--- src/rtl/mbx_pkg.sv ---
package mbx_pkg;
  localparam int DATA_W = 32;
  localparam int RSV_W  = 4;
  localparam int SRC_W  = DATA_W - RSV_W;
  localparam logic [DATA_W-1:0] KEY_A = 32'h1F2E_3D4C;
  localparam logic [DATA_W-1:0] KEY_B = 32'hA5B6_C7D8;

  function automatic logic [SRC_W-1:0] src_field(input logic [DATA_W-1:0] w);
    return w[DATA_W-1:RSV_W];
  endfunction

  function automatic logic [SRC_W-1:0] flags_set(input logic [SRC_W-1:0] old_f,
                                                 input logic [SRC_W-1:0] mask);
    return old_f | mask;
  endfunction

  function automatic logic [SRC_W-1:0] flags_clr(input logic [SRC_W-1:0] old_f,
                                                 input logic [SRC_W-1:0] mask);
    return old_f & ~mask;
  endfunction

  function automatic logic [DATA_W-1:0] reg_view(input logic [SRC_W-1:0] f);
    return {f, {RSV_W{1'b0}}};
  endfunction
endpackage

--- src/rtl/mbx_decode.sv ---
module mbx_decode #(
  parameter int NUM_CORES = 8,
  parameter int ADDR_W    = 5
) (
  input  logic [ADDR_W-1:0]    addr,
  output logic [NUM_CORES-1:0] gen_hit,
  output logic [NUM_CORES-1:0] ack_hit,
  output logic                 key_a_hit,
  output logic                 key_b_hit
);
  localparam logic [ADDR_W-1:0] KEY_A_ADDR = ADDR_W'(2 * NUM_CORES);
  localparam logic [ADDR_W-1:0] KEY_B_ADDR = ADDR_W'(2 * NUM_CORES + 1);

  for (genvar i = 0; i < NUM_CORES; i++) begin : g_dec
    localparam logic [ADDR_W-1:0] GEN_ADDR = ADDR_W'(i);
    localparam logic [ADDR_W-1:0] ACK_ADDR = ADDR_W'(NUM_CORES + i);
    assign gen_hit[i] = (addr == GEN_ADDR);
    assign ack_hit[i] = (addr == ACK_ADDR);
  end

  assign key_a_hit = (addr == KEY_A_ADDR);
  assign key_b_hit = (addr == KEY_B_ADDR);
endmodule

--- src/rtl/mbx_keylock.sv ---
module mbx_keylock
  import mbx_pkg::*;
(
  input  logic              clk,
  input  logic              rst_n,
  input  logic              wr_key_a,
  input  logic              wr_key_b,
  input  logic [DATA_W-1:0] wdata,
  output logic              unlocked
);
  logic a_ok_q, b_ok_q;
  logic bad_write;

  // any wrong value written to either key drops both halves of the guard
  assign bad_write = (wr_key_a && (wdata != KEY_A)) || (wr_key_b && (wdata != KEY_B));

  always_ff @(posedge clk or negedge rst_n) begin
    if (!rst_n) begin
      a_ok_q <= 1'b0;
      b_ok_q <= 1'b0;
    end else if (bad_write) begin
      a_ok_q <= 1'b0;
      b_ok_q <= 1'b0;
    end else begin
      if (wr_key_a) a_ok_q <= 1'b1;
      if (wr_key_b) b_ok_q <= 1'b1;
    end
  end

  assign unlocked = a_ok_q && b_ok_q;
endmodule

--- src/rtl/mbx_target.sv ---
module mbx_target
  import mbx_pkg::*;
(
  input  logic             clk,
  input  logic             rst_n,
  input  logic             set_en,
  input  logic             clr_en,
  input  logic             ring,
  input  logic [SRC_W-1:0] mask,
  output logic [SRC_W-1:0] flags,
  output logic             irq
);
  logic [SRC_W-1:0] flags_q;
  logic             irq_q;

  always_ff @(posedge clk or negedge rst_n) begin
    if (!rst_n) begin
      flags_q <= '0;
      irq_q   <= 1'b0;
    end else begin
      if (set_en)      flags_q <= flags_set(flags_q, mask);
      else if (clr_en) flags_q <= flags_clr(flags_q, mask);
      irq_q <= set_en && ring;
    end
  end

  assign flags = flags_q;
  assign irq   = irq_q;
endmodule

--- src/rtl/ipc_mailbox.sv ---
module ipc_mailbox
  import mbx_pkg::*;
#(
  parameter int  NUM_CORES = 8,
  localparam int ADDR_W    = $clog2(2 * NUM_CORES + 2)
) (
  input  logic                 clk,
  input  logic                 rst_n,
  input  logic [ADDR_W-1:0]    bus_addr,
  input  logic [DATA_W-1:0]    bus_wdata,
  input  logic                 bus_we,
  output logic [DATA_W-1:0]    bus_rdata,
  output logic [NUM_CORES-1:0] irq_o
);
  logic [NUM_CORES-1:0] gen_hit, ack_hit;
  logic                 key_a_hit, key_b_hit;
  logic                 unlocked;
  logic [NUM_CORES-1:0] gen_wr, ack_wr;
  logic [NUM_CORES-1:0][SRC_W-1:0] src_flat;
  logic [SRC_W-1:0]     wmask;

  mbx_decode #(.NUM_CORES(NUM_CORES), .ADDR_W(ADDR_W)) u_decode (
    .addr      (bus_addr),
    .gen_hit   (gen_hit),
    .ack_hit   (ack_hit),
    .key_a_hit (key_a_hit),
    .key_b_hit (key_b_hit)
  );

  mbx_keylock u_lock (
    .clk      (clk),
    .rst_n    (rst_n),
    .wr_key_a (bus_we && key_a_hit),
    .wr_key_b (bus_we && key_b_hit),
    .wdata    (bus_wdata),
    .unlocked (unlocked)
  );

  // named write events, brought out for the checker
  assign gen_wr = gen_hit & {NUM_CORES{bus_we && unlocked}};
  assign ack_wr = ack_hit & {NUM_CORES{bus_we}};
  assign wmask  = src_field(bus_wdata);

  for (genvar i = 0; i < NUM_CORES; i++) begin : g_tgt
    mbx_target u_tgt (
      .clk    (clk),
      .rst_n  (rst_n),
      .set_en (gen_wr[i]),
      .clr_en (ack_wr[i]),
      .ring   (bus_wdata[0]),
      .mask   (wmask),
      .flags  (src_flat[i]),
      .irq    (irq_o[i])
    );
  end

  always_comb begin
    bus_rdata = '0;
    for (int i = 0; i < NUM_CORES; i++) begin
      if (gen_hit[i] || ack_hit[i]) bus_rdata = reg_view(src_flat[i]);
    end
  end
endmodule

--- config.mk ---
export PLATFORM = sky130hd
export DESIGN_NAME = ipc_mailbox
export DESIGN_NICKNAME = d
export VERILOG_FILES = /design/src/rtl/mbx_pkg.sv /design/src/rtl/mbx_decode.sv /design/src/rtl/mbx_keylock.sv /design/src/rtl/mbx_target.sv /design/src/rtl/ipc_mailbox.sv
export SDC_FILE = /design/constraint.sdc
export NUM_CORES = 1
export LEC_CHECK = 0
export ABC_CLOCK_PERIOD_IN_PS = 5500
export BUFFER_PORTS_ARGS = -buffer_cell sky130_fd_sc_hd__buf_2
export CAP_MARGIN = 20
export CORE_UTILIZATION = 55
export CTS_BUF_LIST = sky130_fd_sc_hd__clkbuf_4 sky130_fd_sc_hd__clkbuf_8
export DETAILED_ROUTE_END_ITERATION = 10
export PLACE_DENSITY = 0.75
export REMOVE_ABC_BUFFERS = 1
export SLEW_MARGIN = 20
export SYNTH_ARGS = -nofsm -noshare
export SYNTH_HDL_FRONTEND = slang
export SYNTH_HIERARCHICAL = 1
export SYNTH_SLANG_ARGS = --single-unit
--- constraint.sdc ---
create_clock -name clk -period 5.5 [get_ports clk]
set_input_delay 0.275 -clock clk [delete_from_list [all_inputs] [get_ports clk]]
set_output_delay 0.275 -clock clk [all_outputs]
set_load 0.05 [all_outputs]
### Word-level counts from Yosys, hierarchy flattened

Index checks and enable logic that the tools add are counted.

* equality and inequality tests: 19
* muxes and demuxes: 28
* bitwise logic cells: 19
* reductions and logical operators: 34

Operators with widths (count)
* two-way mux 28 bit: 16
* two-way mux 32 bit: 8
* bitwise AND 28 bit: 8
* bitwise OR 28 bit: 8
* equality test 5 x 4 -> 1 bit (second input constant): 8
* inequality test 32 x 29 -> 1 bit (second input constant): 1
* inequality test 32 bit (second input constant): 1
* NOT 28 bit: 1
* equality test 5 x 3 -> 1 bit (second input constant): 4
* nonzero test 2 bit: 10
* bitwise AND 8 bit: 2
* logical AND 1 bit: 14
* equality test 5 x 2 -> 1 bit (second input constant): 2
* equality test 5 bit (second input constant): 2
* logical OR 1 bit: 9
* equality test 5 x 1 -> 1 bit (second input constant): 1
* zero test 5 bit: 1
* two-way mux 1 bit: 4

* flip-flop bits (word level): 234
* input port bits: 40
* output and inout bits: 40
* word-level logic and storage cells: 118

### Depth between registers and ports, before layout

* depth after elaboration: 10
* gate-level depth with buffers: 10

### Hierarchy

Netlist, hierarchy kept.

By module, submodules not included
* mbx_target: instances 8, cells each 92, area an instance 1157.4 um^2, sequential area each 725.7 um^2
* ipc_mailbox: instances 1, cells each 388, area an instance 2351.0 um^2, sequential area each 0.0 um^2
* mbx_keylock: instances 1, cells each 36, area an instance 279.0 um^2, sequential area each 50.0 um^2
* mbx_decode: instances 1, cells each 31, area an instance 177.7 um^2, sequential area each 0.0 um^2

### Least setup slack after synthesis

No wires, ideal clock.

* kind: input to output
* start point: input bus_addr[4]
* end point: output bus_rdata[22]
* arrival: 2.720 ns
* required time: 5.225 ns
* setup slack: 2.505 ns
* stages on the path: 8
* buffers on the path: 2
* path through: or2_2 > buf_6 > nor3_1 > nor2_1 > clkbuf_1 > o311ai_0 > o21ai_0 > a31oi_1

* elaborated cells on any way between the ends: 32

RTL lines
* from (decl): RTL line ipc_mailbox.sv:9 `input logic [ADDR_W-1:0] bus_addr,`
* equality test 5 x 2 -> 1 bit: RTL line mbx_decode.sv:17 `assign gen_hit[i] = (addr == GEN_ADDR);`
* net gen_hit[3]: RTL line ipc_mailbox.sv:15 `logic [NUM_CORES-1:0] gen_hit, ack_hit;`
* logical OR 1 bit: RTL line ipc_mailbox.sv:60 `if (gen_hit[i] || ack_hit[i]) bus_rdata = reg_view(src_flat[i]);`
* two-way mux 32 bit (5 in series): RTL line ipc_mailbox.sv:60
* to (decl): RTL line ipc_mailbox.sv:12 `output logic [DATA_W-1:0] bus_rdata,`

The timed path passes the listed nets, and every way through them passes these cells.

### Worst setup path after layout

* start point: input bus_addr[4]
* end point: output bus_rdata[4]

* elaborated cells on any way between the ends: 32

RTL lines
* equality test 5 x 4 -> 1 bit: RTL line mbx_decode.sv:18 `assign ack_hit[i] = (addr == ACK_ADDR);`
* net ack_hit[3]: RTL line ipc_mailbox.sv:15
* logical OR 1 bit: RTL line ipc_mailbox.sv:60
* two-way mux 32 bit (5 in series): RTL line ipc_mailbox.sv:60

The timed path passes the listed nets, and every way through them passes these cells.

==> metrics list <==
* Chip width: ~150 um
- The number of hold violations in the final report was 0.
* Total of endpoints with negative setup slack in the final report: 0
- Longest Clk Path Bufs: 3
* Shortest clock period the worst path allows after layout: approximately 3500 ps
* Arrival time worst endpoint: ~3300 ps
* Placement-stage worst setup slack: roughly 2100 ps
* Post-synth ARST share: 100%
- The clock arrives with 14.1 ps of skew.
* Highest Clock Rate: between 200 and 300 MHz
- In this run, synthesis produced a sequential element count of around 230.
* Top post-synthesis cells by area: dfrtp_1 49%, a22o_1 16%, nand2_1 8.0%
- Buffer cell driving the clock tree root: clkbuf_8
- After clock tree synthesis, the clock-pin slew on the worst setup and hold paths is 60 ps.
* Yosys cell types: 47
* Worst IR drop on VDD: 0.169 mV
* Slew HR: 39.4%
- RSZ-0062 raised after global routing: no
- Setup repair bufs after CTS: 0
- The most common cell in the synthesized netlist is nand2_1.
* Depth of the most critical reg-to-reg path: 4
* Area growth from synthesis to layout: 9.02%
* Vias post-DR: ~10k
* Drt first pass iters: 5
- Routability-driven placement finished with a final weighted congestion of 0.882.
- STA classifies the critical path endpoint as an output pin.
- Number of standard-cell rows in the floorplan: 53
* Total track usage: around a third
- The flow ran to the end, and the final reports show no timing, DRC or antenna violations.
- For the pin with the worst max-slew slack, the measured transition is around 910 ps.
* Number of cells on the worst hold path: 2
- The core region is between 20000 and 25000 um^2.
- TritonCTS built the clock tree.
- CTS Buf Count: ~40
- CP cell instances: buf_2, or2_2, nor3_1, nor2_2, buf_4, o311ai_0, o21ai_0, a31oi_1, buf_2
- Once detailed placement completed, the half-perimeter wirelength came to slightly above 20000 um.
* Global-route wire length before repair: 55300 um
* Number of top-level pins: 80
- Post-synth top cells: 258 x nand2_1, 234 x dfrtp_1, 224 x a22o_1
* Wirelength, routed: 35400 um
* Area enclosed by the die boundary: between 20000 and 25000 um^2
- STA puts the critical path data required time at about 5200 ps.
- Maximum level of the CTS H-tree: 2
- DRC violation count after routing: 0
- In this run the vertical extent of the chip is ~150 um.
- Most used DFF post-synth: dfrtp_1
* Largest net degree at the start of global routing: between 100 and 150
* Number of instances resized during post-cts repair: 0
- CTS saw 234 sinks.
* Max-slew violations: 0
* Count of input and output buffers: 75
* Worst Setup Start Kind: primary input
- Top-area cell type share of the netlist area: between 40% and 50%
- For this configuration, the core starts out at a cell density of 56.7%.
- Average cell area after synthesis: 10.1 um^2
- Global route total overflow: 0
- The final critical path takes up 64.1% of the cycle.
- Across the run, the number of max-cap violations was 0.
- Sequential share of the synthesized area: between 40% and 50%
* Final-stage net count: 1283
* Post-synth design cell area: 12100 um^2
- The number of antenna violations at the first check in global routing is 1.
- Synthesis handed over a netlist of around 1.2k instances.
- Fraction of layout cells with a size suffix above 1: approximately 16%
* Total leakage power: 5.68 nW
- Path class of the lowest-slack min-delay path: in -> reg
- Average via count per standard cell: ~6.6
- Measured on the finished design, the core utilization comes to approximately three fifths.
- Clock network latency to the later pin of the worst-skew pair: 550 ps
* Cell taking the most area after synthesis: dfrtp_1
- In this design, the stage delay of the slowest critical-path cell is about 600 ps.
- Count of yosys warnings during synthesis: 6
- Critical-path top delay cell: o311ai_0
* Critical path class: in -> out
* Final antenna-violating net count: 0
* Cts-stage hold buffer count: 1
* Cell Pwr Density: 295 nW/um^2
- In this run, the number of DRC markers left after iteration 0 of detailed routing was ~1.1k.
* Most frequent cell on the critical path: buf_2
- Vias in the first global route: 9775
- Dividing the detail-routed wire length by the instance count gives about 23 um.
- Yosys mapped a number of flops with a built-in enable equal to 0.
* Worst-case setup margin in the final layout: slightly below 2000 ps
- Crit Path Max Fanout: 15
- Setup total negative slack: 0 ps
## final cells by class
class                      instances  area, um^2
multi-input combinational        799        5150
clock buffer                      67         853
timing repair buffer             107         641
clock inverter                     6        82.6
fill                            1768        8130
antenna                            1        2.50
sequential                       234        5860
inverter                          60         225
tap                              275         344
## per-stage QoR
step,area [um^2],total power (W),hold WS [ps],std cells
final,13200,0.00388,49.6,1549
after global placement,12200,0.00210,431,1473
after CTS,13100,0.00390,25.6,1547
after detailed placement,12200,0.00210,426,1473
after floorplan,11200,0.00194,-20.6,1093
after global routing,13200,0.00400,42.0,1548
## power by group
group	switching, W	internal (W)	leakage, nW
logic	0.000269	0.0000835	1.91
registers	0.000000740	0.00172	3.27
clock network	0.000733	0.00107	0.493
total	0.00100	0.00288	5.68
## path summary, 6_finish.rpt
path	start	to	slack, ps
setup / recovery	bus_addr[4]	bus_rdata[4]	1980
hold / removal	bus_wdata[0]	g_tgt[6].u_tgt/irq	50
setup reg to reg	u_lock/b_ok_q	flop	3490
hold reg to reg	flop	flop	490
max in group asynchronous	rst_n	async pin	3580
min in group asynchronous	rst_n	async pin	380
## critical path, delay by kind of cell
family	cells	cell delay [ps]
AO/OA/AOI/OAI	3	1100
buffers and inverters	3	700
AND/OR/NAND/NOR	3	1180
## metal layers
metal / vias up / global-route usage [%] / wire length [um] / part of all wire (%)
li1: 4527 / - / - / -
met1: 5036 / 44.7 / 15200 / 43
met2: 532 / 50.3 / 16400 / 46
met3: 67 / 6.00 / 3010 / 8.5
met4: 0 / 11.6 / 845 / 2.4
met5: - / 0 / 0 / 0
## cell usage in the layout, fill, tap and decap left out, types with 2 or more instances in the layout
cell       count
a22o_1       224
nor2_2         9
or4_4          2
inv_1         60
dfrtp_1      234
buf_2         74
nand4b_1       2
o22ai_1       28
nor4_4         2
and3_1         8
o311ai_0      54
nand3b_1       3
nor2_4         2
nor4_1         2
o21ai_1       20
nand4_1        2
bufinv_16      2
o221a_1       20
o311ai_1       2
nor2_1         8
buf_4         30
a31oi_1       28
o21ai_0       66
nand2b_1       3
or2_1          2
conb_1         4
nand2_1      258
clkbuf_8      56
clkbuf_4      11
nor3_1        10
o221a_2        8
and2_1        18
clkinv_2       3
## cells by family (layout without fill, tap and decap cells)
family	count (synthesis)	in the layout	synth area share [%]
AOI/OAI and AO/OA	452	452	29.7
buffers and inverters	161	240	9.26
DFF	234	234	48.5
other	1	5	0.0311
and+or+nand+nor	343	343	12.5
No activity file was read; power rests on OpenSTA's default activity.
